===== config.mk =====
export PLATFORM = sky130hd
export DESIGN_NAME = usb_fifo_bridge
export DESIGN_NICKNAME = d
export VERILOG_FILES = /design/src/rtl/ufb_pkg.sv /design/src/rtl/ufb_sync.sv /design/src/rtl/ufb_ctrl.sv /design/src/rtl/ufb_datapath.sv /design/src/rtl/usb_fifo_bridge.sv
export SDC_FILE = /design/constraint.sdc
export NUM_CORES = 1
export LEC_CHECK = 0
export BUFFER_PORTS_ARGS = -buffer_cell sky130_fd_sc_hd__buf_4
export CELL_PAD_IN_SITES_DETAIL_PLACEMENT = 0
export CELL_PAD_IN_SITES_GLOBAL_PLACEMENT = 1
export CORE_ASPECT_RATIO = 0.8
export CORE_MARGIN = 5
export CORE_UTILIZATION = 37
export CTS_CLUSTER_DIAMETER = 60
export DETAILED_ROUTE_END_ITERATION = 6
export GPL_TIMING_DRIVEN = 0
export PLACE_DENSITY_LB_ADDON = 0.1
export SYNTH_ARGS = -nofsm -noshare
export SYNTH_HDL_FRONTEND = slang
export SYNTH_SLANG_ARGS = --single-unit

===== constraint.sdc =====
create_clock -name clk -period 2.2 [get_ports clk]
set_input_delay 0.11 -clock clk [delete_from_list [all_inputs] [get_ports clk]]
set_output_delay 0.11 -clock clk [all_outputs]
set_load 0.01 [all_outputs]

===== src/rtl/ufb_pkg.sv =====
package ufb_pkg;
  localparam int BYTE_W = 8;

  typedef struct packed {
    logic loadTx;    // latch user byte into the bus output register
    logic driveBus;  // enable bus drivers
    logic capRx;     // capture bus into receive register
  } ufbStrobe_t;
endpackage


===== src/rtl/ufb_sync.sv =====
module ufb_sync #(
  parameter int W       = 2,
  parameter int STAGES  = 2,
  parameter bit RST_VAL = 1'b1
) (
  input  logic         clk,
  input  logic         rstN,
  input  logic [W-1:0] asyncIn,
  output logic [W-1:0] syncOut
);
  logic [W-1:0] pipe [STAGES];

  always_ff @(posedge clk) begin
    if (!rstN) pipe[0] <= {W{RST_VAL}};
    else       pipe[0] <= asyncIn;
  end

  for (genvar s = 1; s < STAGES; s++) begin : gStage
    always_ff @(posedge clk) begin
      if (!rstN) pipe[s] <= {W{RST_VAL}};
      else       pipe[s] <= pipe[s-1];
    end
  end

  assign syncOut = pipe[STAGES-1];
endmodule


===== src/rtl/ufb_ctrl.sv =====
module ufb_ctrl
  import ufb_pkg::*;
#(
  parameter int RD_PULSE = 4,
  parameter int WR_PULSE = 4,
  parameter int WR_SETUP = 4
) (
  input  logic       clk,
  input  logic       rstN,
  input  logic       txeLow,
  input  logic       rxfLow,
  input  logic       txValid,
  input  logic       rxFull,
  output logic       txReady,
  output logic       usbRdN,
  output logic       usbWr,
  output ufbStrobe_t strb
);
  localparam int MAX_AB = (RD_PULSE > WR_PULSE) ? RD_PULSE : WR_PULSE;
  localparam int MAX_C  = (MAX_AB > WR_SETUP) ? MAX_AB : WR_SETUP;
  localparam int CW     = (MAX_C < 2) ? 1 : $clog2(MAX_C);

  typedef enum logic [2:0] {
    ST_IDLE, ST_RD, ST_WSET, ST_WPUL, ST_WHOLD, ST_GAP
  } state_t;

  state_t        state, stateNxt;
  logic [CW-1:0] cnt, cntNxt;
  logic          txArm, rxArm;
  logic          rdGo, wrGo, commitWr, lastRd;

  assign rdGo     = rxArm && rxfLow && !rxFull;
  assign wrGo     = txArm && txeLow && txValid;
  assign commitWr = (state == ST_IDLE) && !rdGo && wrGo;
  assign lastRd   = (state == ST_RD) && (cnt == '0);

  always_comb begin
    stateNxt = state;
    cntNxt   = cnt;
    unique case (state)
      ST_IDLE: begin
        if (rdGo) begin
          stateNxt = ST_RD;
          cntNxt   = CW'(RD_PULSE - 1);
        end else if (wrGo) begin
          stateNxt = ST_WSET;
          cntNxt   = CW'(WR_SETUP - 1);
        end
      end
      ST_RD: begin
        if (cnt == '0) stateNxt = ST_GAP;
        else           cntNxt   = cnt - 1'b1;
      end
      ST_WSET: begin
        if (cnt == '0) begin
          stateNxt = ST_WPUL;
          cntNxt   = CW'(WR_PULSE - 1);
        end else cntNxt = cnt - 1'b1;
      end
      ST_WPUL: begin
        if (cnt == '0) stateNxt = ST_WHOLD;
        else           cntNxt   = cnt - 1'b1;
      end
      ST_WHOLD: stateNxt = ST_GAP;
      ST_GAP:   stateNxt = ST_IDLE;
      default:  stateNxt = ST_IDLE;
    endcase
  end

  always_ff @(posedge clk) begin
    if (!rstN) begin
      state <= ST_IDLE;
      cnt   <= '0;
      txArm <= 1'b1;
      rxArm <= 1'b1;
    end else begin
      state <= stateNxt;
      cnt   <= cntNxt;
      if (commitWr)     txArm <= 1'b0;
      else if (!txeLow) txArm <= 1'b1;
      if ((state == ST_IDLE) && rdGo) rxArm <= 1'b0;
      else if (!rxfLow)               rxArm <= 1'b1;
    end
  end

  assign txReady       = commitWr;
  assign usbRdN        = (state != ST_RD);
  assign usbWr         = (state == ST_WPUL);
  assign strb.loadTx   = commitWr;
  assign strb.driveBus = (state == ST_WSET) || (state == ST_WPUL) || (state == ST_WHOLD);
  assign strb.capRx    = lastRd;

  AST_TXREADY_NEEDS_VALID: assert property (@(posedge clk) disable iff (!rstN)
    txReady |-> txValid);
  AST_WR_AFTER_FLAG_LOW: assert property (@(posedge clk) disable iff (!rstN)
    strb.loadTx |-> txeLow);
  AST_RD_AFTER_FLAG_LOW: assert property (@(posedge clk) disable iff (!rstN)
    $fell(usbRdN) |-> $past(rxfLow));
  AST_ONE_STROBE: assert property (@(posedge clk) disable iff (!rstN)
    !(usbWr && !usbRdN));
endmodule


===== src/rtl/ufb_datapath.sv =====
module ufb_datapath
  import ufb_pkg::*;
#(
  parameter int W = BYTE_W
) (
  input  logic         clk,
  input  logic         rstN,
  input  ufbStrobe_t   strb,
  input  logic [W-1:0] txData,
  output logic [W-1:0] rxData,
  output logic         rxValid,
  input  logic         rxReady,
  input  logic [W-1:0] usbDataIn,
  output logic [W-1:0] usbDataOut,
  output logic         usbDataOe,
  output logic         rxFull
);
  logic [W-1:0] txHold, rxHold;
  logic         rxHeld;

  always_ff @(posedge clk) begin
    if (!rstN) begin
      txHold <= '0;
      rxHold <= '0;
      rxHeld <= 1'b0;
    end else begin
      if (strb.loadTx) txHold <= txData;
      if (strb.capRx) begin
        rxHold <= usbDataIn;
        rxHeld <= 1'b1;
      end else if (rxHeld && rxReady) begin
        rxHeld <= 1'b0;
      end
    end
  end

  assign usbDataOut = txHold;
  assign usbDataOe  = strb.driveBus;
  assign rxData     = rxHold;
  assign rxValid    = rxHeld;
  assign rxFull     = rxHeld;

  AST_RX_HOLD: assert property (@(posedge clk) disable iff (!rstN)
    rxValid && !rxReady |=> rxValid && $stable(rxData));
  AST_TX_STABLE_DRIVE: assert property (@(posedge clk) disable iff (!rstN)
    usbDataOe && $past(usbDataOe) |-> $stable(usbDataOut));
endmodule


===== src/rtl/usb_fifo_bridge.sv =====
module usb_fifo_bridge
  import ufb_pkg::*;
#(
  parameter int RD_PULSE   = 4,
  parameter int WR_PULSE   = 4,
  parameter int WR_SETUP   = 4,
  parameter int SYNC_STAGES = 2
) (
  input  logic       clk,
  input  logic       rstN,
  input  logic [7:0] txData,
  input  logic       txValid,
  output logic       txReady,
  output logic [7:0] rxData,
  output logic       rxValid,
  input  logic       rxReady,
  input  logic [7:0] usbDataIn,
  output logic [7:0] usbDataOut,
  output logic       usbDataOe,
  output logic       usbRdN,
  output logic       usbWr,
  input  logic       usbTxeN,
  input  logic       usbRxfN
);
  logic [1:0] flagSync;
  logic       rxFull;
  ufbStrobe_t strb;

  ufb_sync #(.W(2), .STAGES(SYNC_STAGES), .RST_VAL(1'b1)) uSync (
    .clk(clk), .rstN(rstN),
    .asyncIn({usbTxeN, usbRxfN}),
    .syncOut(flagSync)
  );

  ufb_ctrl #(.RD_PULSE(RD_PULSE), .WR_PULSE(WR_PULSE), .WR_SETUP(WR_SETUP)) uCtrl (
    .clk(clk), .rstN(rstN),
    .txeLow(!flagSync[1]), .rxfLow(!flagSync[0]),
    .txValid(txValid), .rxFull(rxFull),
    .txReady(txReady), .usbRdN(usbRdN), .usbWr(usbWr),
    .strb(strb)
  );

  ufb_datapath #(.W(BYTE_W)) uData (
    .clk(clk), .rstN(rstN), .strb(strb),
    .txData(txData), .rxData(rxData), .rxValid(rxValid), .rxReady(rxReady),
    .usbDataIn(usbDataIn), .usbDataOut(usbDataOut), .usbDataOe(usbDataOe),
    .rxFull(rxFull)
  );

  AST_NO_DRIVE_IN_READ: assert property (@(posedge clk) disable iff (!rstN)
    !usbRdN |-> !usbDataOe);
  AST_TURNAROUND_GAP: assert property (@(posedge clk) disable iff (!rstN)
    $past(!usbRdN) |-> !usbDataOe);
  AST_WR_DRIVEN: assert property (@(posedge clk) disable iff (!rstN)
    usbWr |-> usbDataOe);
  AST_NO_READ_WHEN_FULL: assert property (@(posedge clk) disable iff (!rstN)
    $fell(usbRdN) |-> !rxValid);
endmodule


; Word-level counts from Yosys, hierarchy flattened
; Memory sizes are Yosys's and may differ from the RTL's.
; Index checks and enable logic that the tools add are counted.
[word_totals]
wordCells = 66
regBits = 24
mem_count = 1
out_inout_bits = 21
in_bits = 22
mem_bits_rw = 4
[mem_list]
columns = memory, depth, word_bits, rd, rd_clocked_by_memory_dff, write_ports, line_no
row1 = uSync.pipe, 2, 2, 2, 0, 2, ufb_sync.sv:11  ; logic [W-1:0] pipe [STAGES];
[op_classes]
reduce_logical = 24
addsub = 1
n_eq_ne = 10
mux = 21
bitwise = 2
[op_table]
columns = operator, n
row1 = $mux W3, 5
row2 = $pmux W3 S5, 1
row3 = $mux W2, 6
row4 = $logic_and A1 B1 Y1, 9
row5 = $mux W1, 8
row6 = $eq A3 B2 Y1 const B, 2
row7 = $ne A3 B1 Y1 const B, 2
row8 = $pmux W2 S3, 1
row9 = $reduce_bool A2 Y1, 3
row10 = $logic_not A1 Y1, 4
row11 = $ne A2 B1 Y1 const B, 2
row12 = $ne A2 B2 Y1 const B, 2
row13 = $reduce_and A4 Y1, 1
row14 = $eq A3 B1 Y1 const B, 1
row15 = $eq A3 B3 Y1 const B, 1
row16 = $logic_not A3 Y1, 1
row17 = $reduce_and A3 Y1, 1
row18 = $reduce_bool A3 Y1, 1
row19 = $logic_not A2 Y1, 1
row20 = $logic_or A1 B1 Y1, 2
row21 = $or A1 B1 Y1, 2
row22 = $reduce_or A2 Y1, 1
row23 = $sub A2 B1 Y2 const B, 1

; Logic depth before layout (Yosys ltp)
; Gate-level depths: netlist of the first run.
[depth]
word_depth = 7
depth_mapped = 6
mapped_depth_nobuf = 5

; Hierarchy
; From an unflattened synthesis of the first run, not the netlist that was laid out.
[hier_totals]
cells_unflattened = 122
hier_area_um2 = 1238.7
[by_module_without_submodules]
columns = mod, seq_area_each_um2, n_inst, area_each_um2, cells_per_inst
row1 = ufb_datapath, 340.3, 1, 659.4, 56
row2 = ufb_ctrl, 140.1, 1, 466.7, 56
row3 = ufb_sync, 80.1, 1, 105.1, 8
row4 = usb_fifo_bridge, 0.0, 1, 7.5, 2

; Worst setup path after synthesis of the first run
; No wires, ideal clock.
[synth_path]
path_kind = reg2reg
startpoint = reg uCtrl.cnt[0]
endpoint = reg uData.rxHold[0], in the netlist uData.rxData[0]
setup_ns = 0.128
required_time_ns = 2.072
t_arrival_ns = 1.173
synth_period_minus_slack_ns = 1.301
path_buffers = 1
slack_ns = 0.899
path_stages_with_launch = 7
path_cell_list = dfxtp_1 -> inv_1 -> ha_1 -> and4bb_2 -> buf_4 -> mux2i_1 -> nor2_1
[synth_between]
elab_chain_len = 2
[synth_lines]
columns = element, line_no
row1 = start: declaration, ufb_ctrl.sv:28  ; logic [CW-1:0] cnt, cntNxt;
row2 = start signal: assignment, ufb_ctrl.sv:78  ; cnt <= cntNxt;
row3 = $logic_not A2 Y1, ufb_ctrl.sv:35  ; assign lastRd = (state == ST_RD) && (cnt == '0);
row4 = $logic_and A1 B1 Y1, ufb_ctrl.sv:35
row5 = end signal: assignment, ufb_datapath.sv:29  ; rxHold <= usbDataIn;
row6 = end: declaration, ufb_datapath.sv:18  ; logic [W-1:0] txHold, rxHold;
; No other way between the ends.
; A chain may end at the register's enable or synchronous reset.

; Worst setup path in the final report of the first run
[layout_path]
startpoint = reg uCtrl.state[1]
endpoint = out txReady
[layout_between]
elab_chain_len = 3
[layout_lines]
columns = element, line_no
row1 = start: declaration, ufb_ctrl.sv:27  ; state_t state, stateNxt;
row2 = start signal: assignment, ufb_ctrl.sv:77  ; state <= stateNxt;
row3 = $logic_not A3 Y1, ufb_ctrl.sv:34  ; assign commitWr = (state == ST_IDLE) && !rdGo && wrGo;
row4 = $logic_and A1 B1 Y1 (2 in series), ufb_ctrl.sv:34
row5 = end: declaration, usb_fifo_bridge.sv:13  ; output logic txReady,
; No other way between the ends.

==> metrics.cfg, run 1 <==
[final_layout]
nFillCells=305
syn2layout_area_growth_pct=35.36
nNetsFinal=191
insertedDiodeCount=0
drive_gt1_share_pct=33.73

[worst_setup_path]
cp_top_family=simple AND/OR/NAND/NOR gates
crit_required_ns=2.09
rr_worst_depth=6
rr_endpoint=uData.rxData[7]
end_kind=output pin
crit_chain=or3_4, nor3_2, buf_6, buf_4
start_kind=register
r2r_setup_slack_ns=0.74
critPathMaxStageDelay_ns=0.44
path_class=register to output pin
worstPathArrival_ns=1.54
rr_startpoint=uCtrl.cnt[0]
critPathMaxFanout=10
critPathBufInv=2
slowest_stage=or3_4

[timing]
holdWs_ns=0.01609
hold_violations=0
fmax_ghz=0.6047
worst_pin_slew_ns=0.4391
fin_tns_setup_ns=0
rsz0062_at_grt=no
finalSetupViolCount=0
period_share_pct=75.17
relSlewSlack_pct=70.48
min_period_ns=1.654
finalMaxSlewViolations=0
skew_ns=0.002712

[worst_hold_path]
whs_endpoint=uSync.pipe[0][1]
hold_depth=2
worstHoldStart=usbTxeN
min_path_type=input pin to register

[die]
rows=18
die_w_um=72.33
start_util_pct=37.82
die_h_um=59.86
ios=43
die_area_um2=4329
coreArea_um2=3040

[synth]
synth_area_um2=1150
ys_ff_latch=28
yosysSeqAreaShare_pct=48.75
syn-num-nets=144
syn_avg_cell_area_um2=9.503
synth_cells=121
yosysUniqueCellTypes=26
ys_warn_count=0

[cts]
cts_setup_buffers=0
cts_made_buffers=3
htree_num_levels=1
cts_root_buf=clkbuf_8
cts_sinks=28
cts_resized=0
hold_buffers=0
ctsLongestPathBuffers=2
cts_tree=done
clkTransAtPathRegs_ns=0.09
clock_latency_ns=0.27

[routing]
route.detailed.drc=0
routed_wl_um=2475
drtPass1Iterations=4
vias=979
drt-vias-per-instance=4.752
routedWlPerCell_um=12.01
first_iter_violations=34
postRouteAntennaNets=0

[power_and_ir_drop]
p_per_area_nw_per_um2=1007
leakage_nw=0.6776
peakVddDrop_mv=0.4666

[run]
cap_violations=0

[global_routing]
grt_pass1_wl_um=4305
antenna_found_initial=0
overflow=0
grt_max_degree=15
grt_pass1_vias=967
grt_use_total_pct=12.60

[placed_design]
dp_hpwl_um=1887
place_congestion=0.7440
port-buffer-count=42

[run_status]
run_status=complete, no violations

==> Yosys cell counts <==
| cell | instances | area, um^2 |
|---|---|---|
| mux2i_1 | 17 | 170.2 |
| buf_2 | 2 | 10.01 |
| and4bb_2 | 1 | 12.51 |
| o21ai_0 | 4 | 20.02 |
| nor3b_2 | 2 | 25.02 |
| nor3b_1 | 2 | 15.01 |
| nor2_1 | 12 | 45.04 |
| or2_2 | 1 | 6.260 |
| o31ai_1 | 2 | 15.01 |
| clkbuf_1 | 2 | 7.510 |
| inv_1 | 6 | 22.52 |
| or3_4 | 1 | 11.26 |
| a211o_1 | 1 | 8.760 |
| o22ai_1 | 2 | 12.51 |
| dfxtp_1 | 28 | 560.5 |
| buf_4 | 2 | 15.01 |
| a21oi_1 | 5 | 25.02 |
| or4_1 | 1 | 7.510 |
| nand2_1 | 18 | 67.56 |
| a211oi_1 | 1 | 7.510 |
| nand3_1 | 1 | 5.000 |
| nand2b_1 | 5 | 31.28 |
| ha_1 | 1 | 12.51 |
| buf_6 | 1 | 11.26 |
| nor3_2 | 1 | 10.01 |
| nand3b_1 | 2 | 15.01 |
==> worst register-to-register path: stages (launching register included) <==
cell,delay (ns)
dfxtp_1,0.31
inv_1,0.08
ha_1,0.26
and4bb_2,0.24
buf_4,0.19
mux2i_1,0.21
nor2_1,0.06
==> report_power, final <==
group | switching [mW] | leakage [nW] | total, mW | internal (mW)
clock network | 0.150 | 0.0216 | 0.273 | 0.123
logic | 0.323 | 0.427 | 0.651 | 0.328
registers | 0.0535 | 0.229 | 0.644 | 0.590
==> state kept, by name (all words and copies together), names as in the netlist <==
register / cells
uData.rxData: 8
uData.usbDataOut: 8
uSync.pipe: 4
uCtrl.state: 3
uCtrl.cnt: 2
uCtrl.rxArm: 1
uCtrl.txArm: 1
uData.rxFull: 1
==> per-stage QoR <==
stage / power, mW / instance area (um^2) / instances / setup WS, ns / util, %
final: 1.568 / 1556 / 206 / 0.5463 / 51.19
after global routing: 1.692 / 1556 / 206 / 0.4820 / 51.19
after CTS: 1.589 / 1556 / 206 / 0.5270 / 51.19
after detailed placement: 1.313 / 1515 / 203 / 0.7270 / 49.84
after global placement: 1.294 / 1515 / 203 / 0.7707 / 49.84
after floorplan: 1.098 / 1150 / 121 / 0.8994 / -
==> layout make-up <==
class	count	area, um^2	area share, %
buffer	7	43.79	2.814
tap	40	50.05	3.215
timing repair buffer	42	315.3	20.26
multi-input combinational	80	523.0	33.60
inverter	6	22.52	1.447
clock buffer	3	41.29	2.653
sequential	28	560.5	36.01
==> routing by layer <==
layer / share of wire, % / GRT usage (%)
met1: 44 / 15.38
met2: 47 / 20.88
met3: 8.9 / 5.378
met4: 0.53 / 2.413
met5: 0 / 0
==> kinds of logic after synthesis <==
group | synth area share (%)
compound gates | 7.725
fa+ha+maj | 1.088
buf+inv | 5.767
flops | 48.75
mux | 14.80
simple gates | 21.87
==> how the worst max path moves through the flow <==
stage / start / to / slack, ns / cells after the start
6_report: uCtrl.state[1] / txReady / 0.55 / 4
5_1_grt: uCtrl.state[1] / txReady / 0.48 / 4
4_1_cts: uCtrl.state[1] / txReady / 0.53 / 4
3_5_place_dp: uCtrl.cnt[0] / uData.rxData[7] / 0.73 / 6
3_3_place_gp: uCtrl.cnt[0] / uData.rxData[6] / 0.77 / 6
2_1_floorplan: uCtrl.cnt[0] / uData.rxData[0] / 0.90 / 6
==> cells in the final DEF, fill, tap and decap left out, types with 3 or more instances in the layout <==
cell type  Yosys  layout
a21oi_1        5       5
buf_4          2      44
clkbuf_8       0       3
dfxtp_1       28      28
inv_1          6       6
mux2i_1       17      17
nand2_1       18      18
nand2b_1       5       5
nor2_1        12      12
o21ai_0        4       4
No activity file was read; power rests on OpenSTA's default activity.
==> run 2: changes to the inputs <==
--- a/config.mk
+++ b/config.mk
@@ -10,7 +10,7 @@
 export CELL_PAD_IN_SITES_GLOBAL_PLACEMENT = 1
 export CORE_ASPECT_RATIO = 0.8
 export CORE_MARGIN = 5
-export CORE_UTILIZATION = 37
+export CORE_UTILIZATION = 31
 export CTS_CLUSTER_DIAMETER = 60
 export DETAILED_ROUTE_END_ITERATION = 6
 export GPL_TIMING_DRIVEN = 0
==> constraint.sdc (replaced) <==
create_clock -name clk -period 1.36 [get_ports clk]
set_input_delay 0.068 -clock clk [delete_from_list [all_inputs] [get_ports clk]]
set_output_delay 0.068 -clock clk [all_outputs]
set_load 0.01 [all_outputs]
==> run 2 against run 1 <==
Compared with the run above: the run now ends with negative setup slack left; utilization down 0.64 points; hold slack better by 0.0019 ns; via count up 2.6%.
==> metrics.cfg, run 2 (synthesis gave the netlist of run 1 again) <==
[timing]
period_share_pct=105.2
hold_violations=0
worst_pin_slew_ns=0.4343
fin_tns_setup_ns=-0.4419
min_period_ns=1.431
relSlewSlack_pct=71.05
layout_setup_ws_ns=-0.07093
finalMaxSlewViolations=0
rsz0062_at_grt=yes
finalSetupViolCount=10
fmax_ghz=0.6988
skew_ns=0.002068

[final_layout]
nNetsFinal=203
drive_gt1_share_pct=41.90
stdcell_area_um2=1767
post-route-util_pct=50.56
insertedDiodeCount=0
stdcell_count=221
final_common_cell=buf_4
syn2layout_area_growth_pct=53.64
final_cell_mix=buf_4 (49), dfxtp_1 (24), nand2_1 (18), mux2i_1 (17), nor2_1 (11)
nFillCells=342

[power_and_ir_drop]
leakage_nw=0.7651
p_sw_share_pct=31.41
comb_power_share_pct=45.4
p_switching_mw=0.9793
peakVddDrop_mv=0.9160
p_per_area_nw_per_um2=1765
intPower_mw=2.138
clkPwrFrac_pct=21.0
seq_power_share_pct=33.6

[cts]
htree_num_levels=1
clock_latency_ns=0.27
cts_tree=done
cts_root_buf=clkbuf_8
cts_made_buffers=3
ctsLongestPathBuffers=2
cts_sinks=28
clkTransAtPathRegs_ns=0.10

[placed_design]
place_congestion=0.7291
dp_hpwl_um=1989
dp.cells=205
placed_area_um2=1518
port-buffer-count=42

[worst_setup_path]
worstPathArrival_ns=1.36
rr_endpoint=uCtrl.cnt[0]
end_kind=output pin
r2r_setup_slack_ns=-0.05
path_class=register to output pin
crit_path_start=uCtrl.state[0]
rr_startpoint=uCtrl.state[0]
crit_required_ns=1.29
critPathMaxFanout=3
rr_worst_depth=4
start_kind=register

[global_routing]
grt_max_degree=17
grt_pass1_vias=1018
grt_pass1_wl_um=4457
overflow=0
grt_use_total_pct=10.66
antenna_found_initial=0

[run]
cap_violations=0

[routing]
drtPass1Iterations=4
route.detailed.drc=0
first_iter_violations=47
routed_wl_um=2752
vias=1004
postRouteAntennaNets=0
drt-vias-per-instance=4.543
routedWlPerCell_um=12.45

[run_status]
run_status=finished with violations
failed_checks=negative setup slack

[die]
coreArea_um2=3495
die_w_um=78.09
start_util_pct=32.90
die_area_um2=5035
ios=43
die_h_um=64.48
rows=19

[worst_hold_path]
hold_depth=3
worstHoldStart=usbDataIn[1]
whs_endpoint=uData.rxData[1]
min_path_type=input pin to register

## run 2: area by class of cell
cell class | instances | area, um^2 | area share [%]
Sequential cell | 28 | 568.0 | 32.15
Clock buffer | 3 | 41.29 | 2.337
Timing Repair Buffer | 54 | 439.2 | 24.86
Clock inverter | 1 | 30.03 | 1.700
Buffer | 7 | 55.05 | 3.116
Tap cell | 42 | 52.55 | 2.975
Multi-Input combinational cell | 80 | 558.0 | 31.59
Inverter | 6 | 22.52 | 1.275
## run 2: critical path: stages (launching register included)
cell and delay (ns):
dfxtp_2 0.33, or3_4 0.41, nor3_4 0.13, buf_6 0.13, buf_6 0.09
## run 2: per-layer routing
metal	track usage [%]	part of all wire, %	up-vias
met5	0	0	-
li1	-	-	524
met2	17.87	45	25
met1	13.39	48	453
met3	4.155	6.6	2
met4	1.266	0.29	0
## run 2: worst max path at each step
stage	slack, ns	end	cells after the start
3_3_place_gp	-0.06	uData.rxData[1]	6
5_1_grt	-0.10	txReady	4
6_report	-0.07	txReady	4
3_5_place_dp	-0.10	uData.rxData[0]	6
4_1_cts	-0.09	txReady	4
2_1_floorplan	0.06	uData.rxData[0]	6
## run 2: power by group through the flow
stage	clock network [mW]	registers (mW)	logic (mW)
CTS	0.681	1.05	1.34
finish	0.656	1.05	1.41
floorplan	0	1.07	0.705
global placement	0	1.06	1.04
detailed placement	0	1.06	1.08
global route	0.697	1.07	1.55
## run 2: repair_timing
action,CTS,global route
buffers inserted,4,3
resized for setup,13,7
pin swaps,1,1
setup endpoints to repair,18,22
cloned,1,0
hold buffers,4,0
hold endpoints to repair,3,0
## run 2: per-stage QoR
stage	total power, mW	setup slack, ns	hold slack (ns)
floorplan	1.775	0.05939	0.1410
global placement	2.100	-0.06020	0.2512
detailed placement	2.137	-0.1007	0.2591
CTS	3.072	-0.09146	0.01343
global route	3.309	-0.1034	0.02733
finish	3.118	-0.07093	0.01797
==> run 3: changes to the inputs <==
--- a/config.mk
+++ b/config.mk
@@ -12,8 +12,10 @@
 export CORE_MARGIN = 5
 export CORE_UTILIZATION = 31
 export CTS_CLUSTER_DIAMETER = 60
+export CTS_CLUSTER_SIZE = 10
 export DETAILED_ROUTE_END_ITERATION = 6
 export GPL_TIMING_DRIVEN = 0
+export HOLD_SLACK_MARGIN = 0.08
 export PLACE_DENSITY_LB_ADDON = 0.1
 export SYNTH_ARGS = -nofsm -noshare
 export SYNTH_HDL_FRONTEND = slang
==> run 3 against run 2 <==
Compared with the run above: the flow still finishes with violations (negative setup slack); largest power group unchanged; critical endpoint unchanged; setup slack got worse by 0.014 ns; clock skew grew 0.00067 ns; register-to-register slack about the same; hold slack improved by 0.083 ns; sequential cell count unchanged; critical path type unchanged.
==> metrics.cfg, run 3 (synthesis gave the netlist of run 1 again) <==
[routing]
route.detailed.drc=0
drtPass1Iterations=4
drt-vias-per-instance=4.439
vias=1052
routedWlPerCell_um=12.26
postRouteAntennaNets=0
routed_wl_um=2906
first_iter_violations=30

[timing]
finalMaxSlewViolations=0
worst_pin_slew_ns=0.4363
period_share_pct=106.3
skew_ns=0.002740
min_period_ns=1.445
fin_tns_setup_ns=-0.5395
relSlewSlack_pct=70.91
rsz0062_at_grt=yes
finalSetupViolCount=10
hold_violations=0
holdWs_ns=0.1005
fmax_ghz=0.6920
layout_setup_ws_ns=-0.08518

[worst_setup_path]
rr_endpoint=uData.usbDataOut[2]
path_class=register to output pin
worstPathArrival_ns=1.38
critPathMaxFanout=3
start_kind=register
crit_required_ns=1.29
r2r_setup_slack_ns=-0.06
crit_end=txReady
end_kind=output pin
crit_path_start=uCtrl.state[0]
rr_startpoint=uCtrl.state[0]
rr_worst_depth=5

[final_layout]
drive_gt1_share_pct=38.46
stdcell_area_um2=1927
nNetsFinal=219
final_cell_mix=buf_4 (49), dfxtp_1 (24), dlygate4sd3_1 (20), nand2_1 (18), mux2i_1 (17)
insertedDiodeCount=0
final_common_cell=buf_4
stdcell_count=237
syn2layout_area_growth_pct=67.57
nFillCells=314

[cts]
ctsLongestPathBuffers=2
cts_made_buffers=3
cts_sinks=28
htree_num_levels=1
clkTransAtPathRegs_ns=0.09
cts_root_buf=clkbuf_8
clock_latency_ns=0.27
cts_tree=done

[placed_design]
dp_hpwl_um=1989
place_congestion=0.7291
placed_area_um2=1518
place_ws_ns=-0.1007
port-buffer-count=42
dp.cells=205

[global_routing]
antenna_found_initial=0
grt_use_total_pct=11.44
grt_max_degree=17
overflow=0
grt_pass1_wl_um=4781
grt_pass1_vias=1077

[die]
die_w_um=78.09
die_area_um2=5035
start_util_pct=32.90
coreArea_um2=3495
rows=19
ios=43
die_h_um=64.48

[power_and_ir_drop]
leakage_nw=0.8319
p_per_area_nw_per_um2=1637
peakVddDrop_mv=0.9178

[worst_hold_path]
min_path_type=input pin to register
hold_depth=4

[run_status]
run_status=finished with violations
failed_checks=negative setup slack

[run]
cap_violations=0

==> run 3: cell types whose count changed in the layout (fill, tap and decap cells not counted) <==
cell,change
dlygate4sd3_1,+16
==> run 3: routing by layer <==
| layer | wire, um | global-route usage (%) |
|---|---|---|
| met1 | 1348 | 13.98 |
| met2 | 1359 | 20.14 |
| met3 | 190 | 3.878 |
| met4 | 8 | 1.266 |
| met5 | 0 | 0 |
==> run 3: cell type report <==
| type | count | area [um^2] | area share (%) |
|---|---|---|---|
| Buffer | 7 | 55.05 | 2.857 |
| Clock buffer | 3 | 41.29 | 2.143 |
| Clock inverter | 1 | 30.03 | 1.558 |
| Inverter | 6 | 22.52 | 1.169 |
| Multi-Input combinational cell | 80 | 558.0 | 28.96 |
| Sequential cell | 28 | 568.0 | 29.48 |
| Tap cell | 42 | 52.55 | 2.727 |
| Timing Repair Buffer | 70 | 599.3 | 31.10 |
==> run 3: timing repair <==
item | 4_1_cts | 5_1_grt
hold endpoints to repair | 19 | 0
setup buffers | 4 | 3
hold buffers | 20 | 0
cloned | 1 | 0
setup endpoints to repair | 18 | 22
pin swaps | 1 | 1
resized for setup | 13 | 7
==> run 3: where the power goes <==
part,leakage (nW),internal (mW),switching (mW)
Combinational,0.566,0.803,0.649
Sequential,0.230,0.971,0.0769
Clock,0.0357,0.394,0.260
Total,0.832,2.17,0.986
==> run 3: how the worst min path moves through the flow <==
stage,endpoint,from
floorplan,uSync.pipe[0][1],rstN
detailed placement,uSync.pipe[0][1],usbTxeN
CTS,uData.rxFull,rxReady
global route,uData.rxFull,rxReady
finish,uData.rxFull,rxReady
global placement,uSync.pipe[0][0],usbRxfN
==> run 3: critical path: stages, from the launching register on <==
cell,delay (ns)
dfxtp_2,0.33
or3_4,0.41
nor3_4,0.14
buf_6,0.14
buf_6,0.10
==> run 3: stage by stage <==
| step | power (mW) | util (%) |
|---|---|---|
| after detailed placement | 2.137 | 43.43 |
| after CTS | 3.108 | 54.14 |
| final | 3.154 | 55.14 |
| after global placement | 2.100 | 43.43 |
| after floorplan | 1.775 | - |
| after global routing | 3.352 | 55.14 |
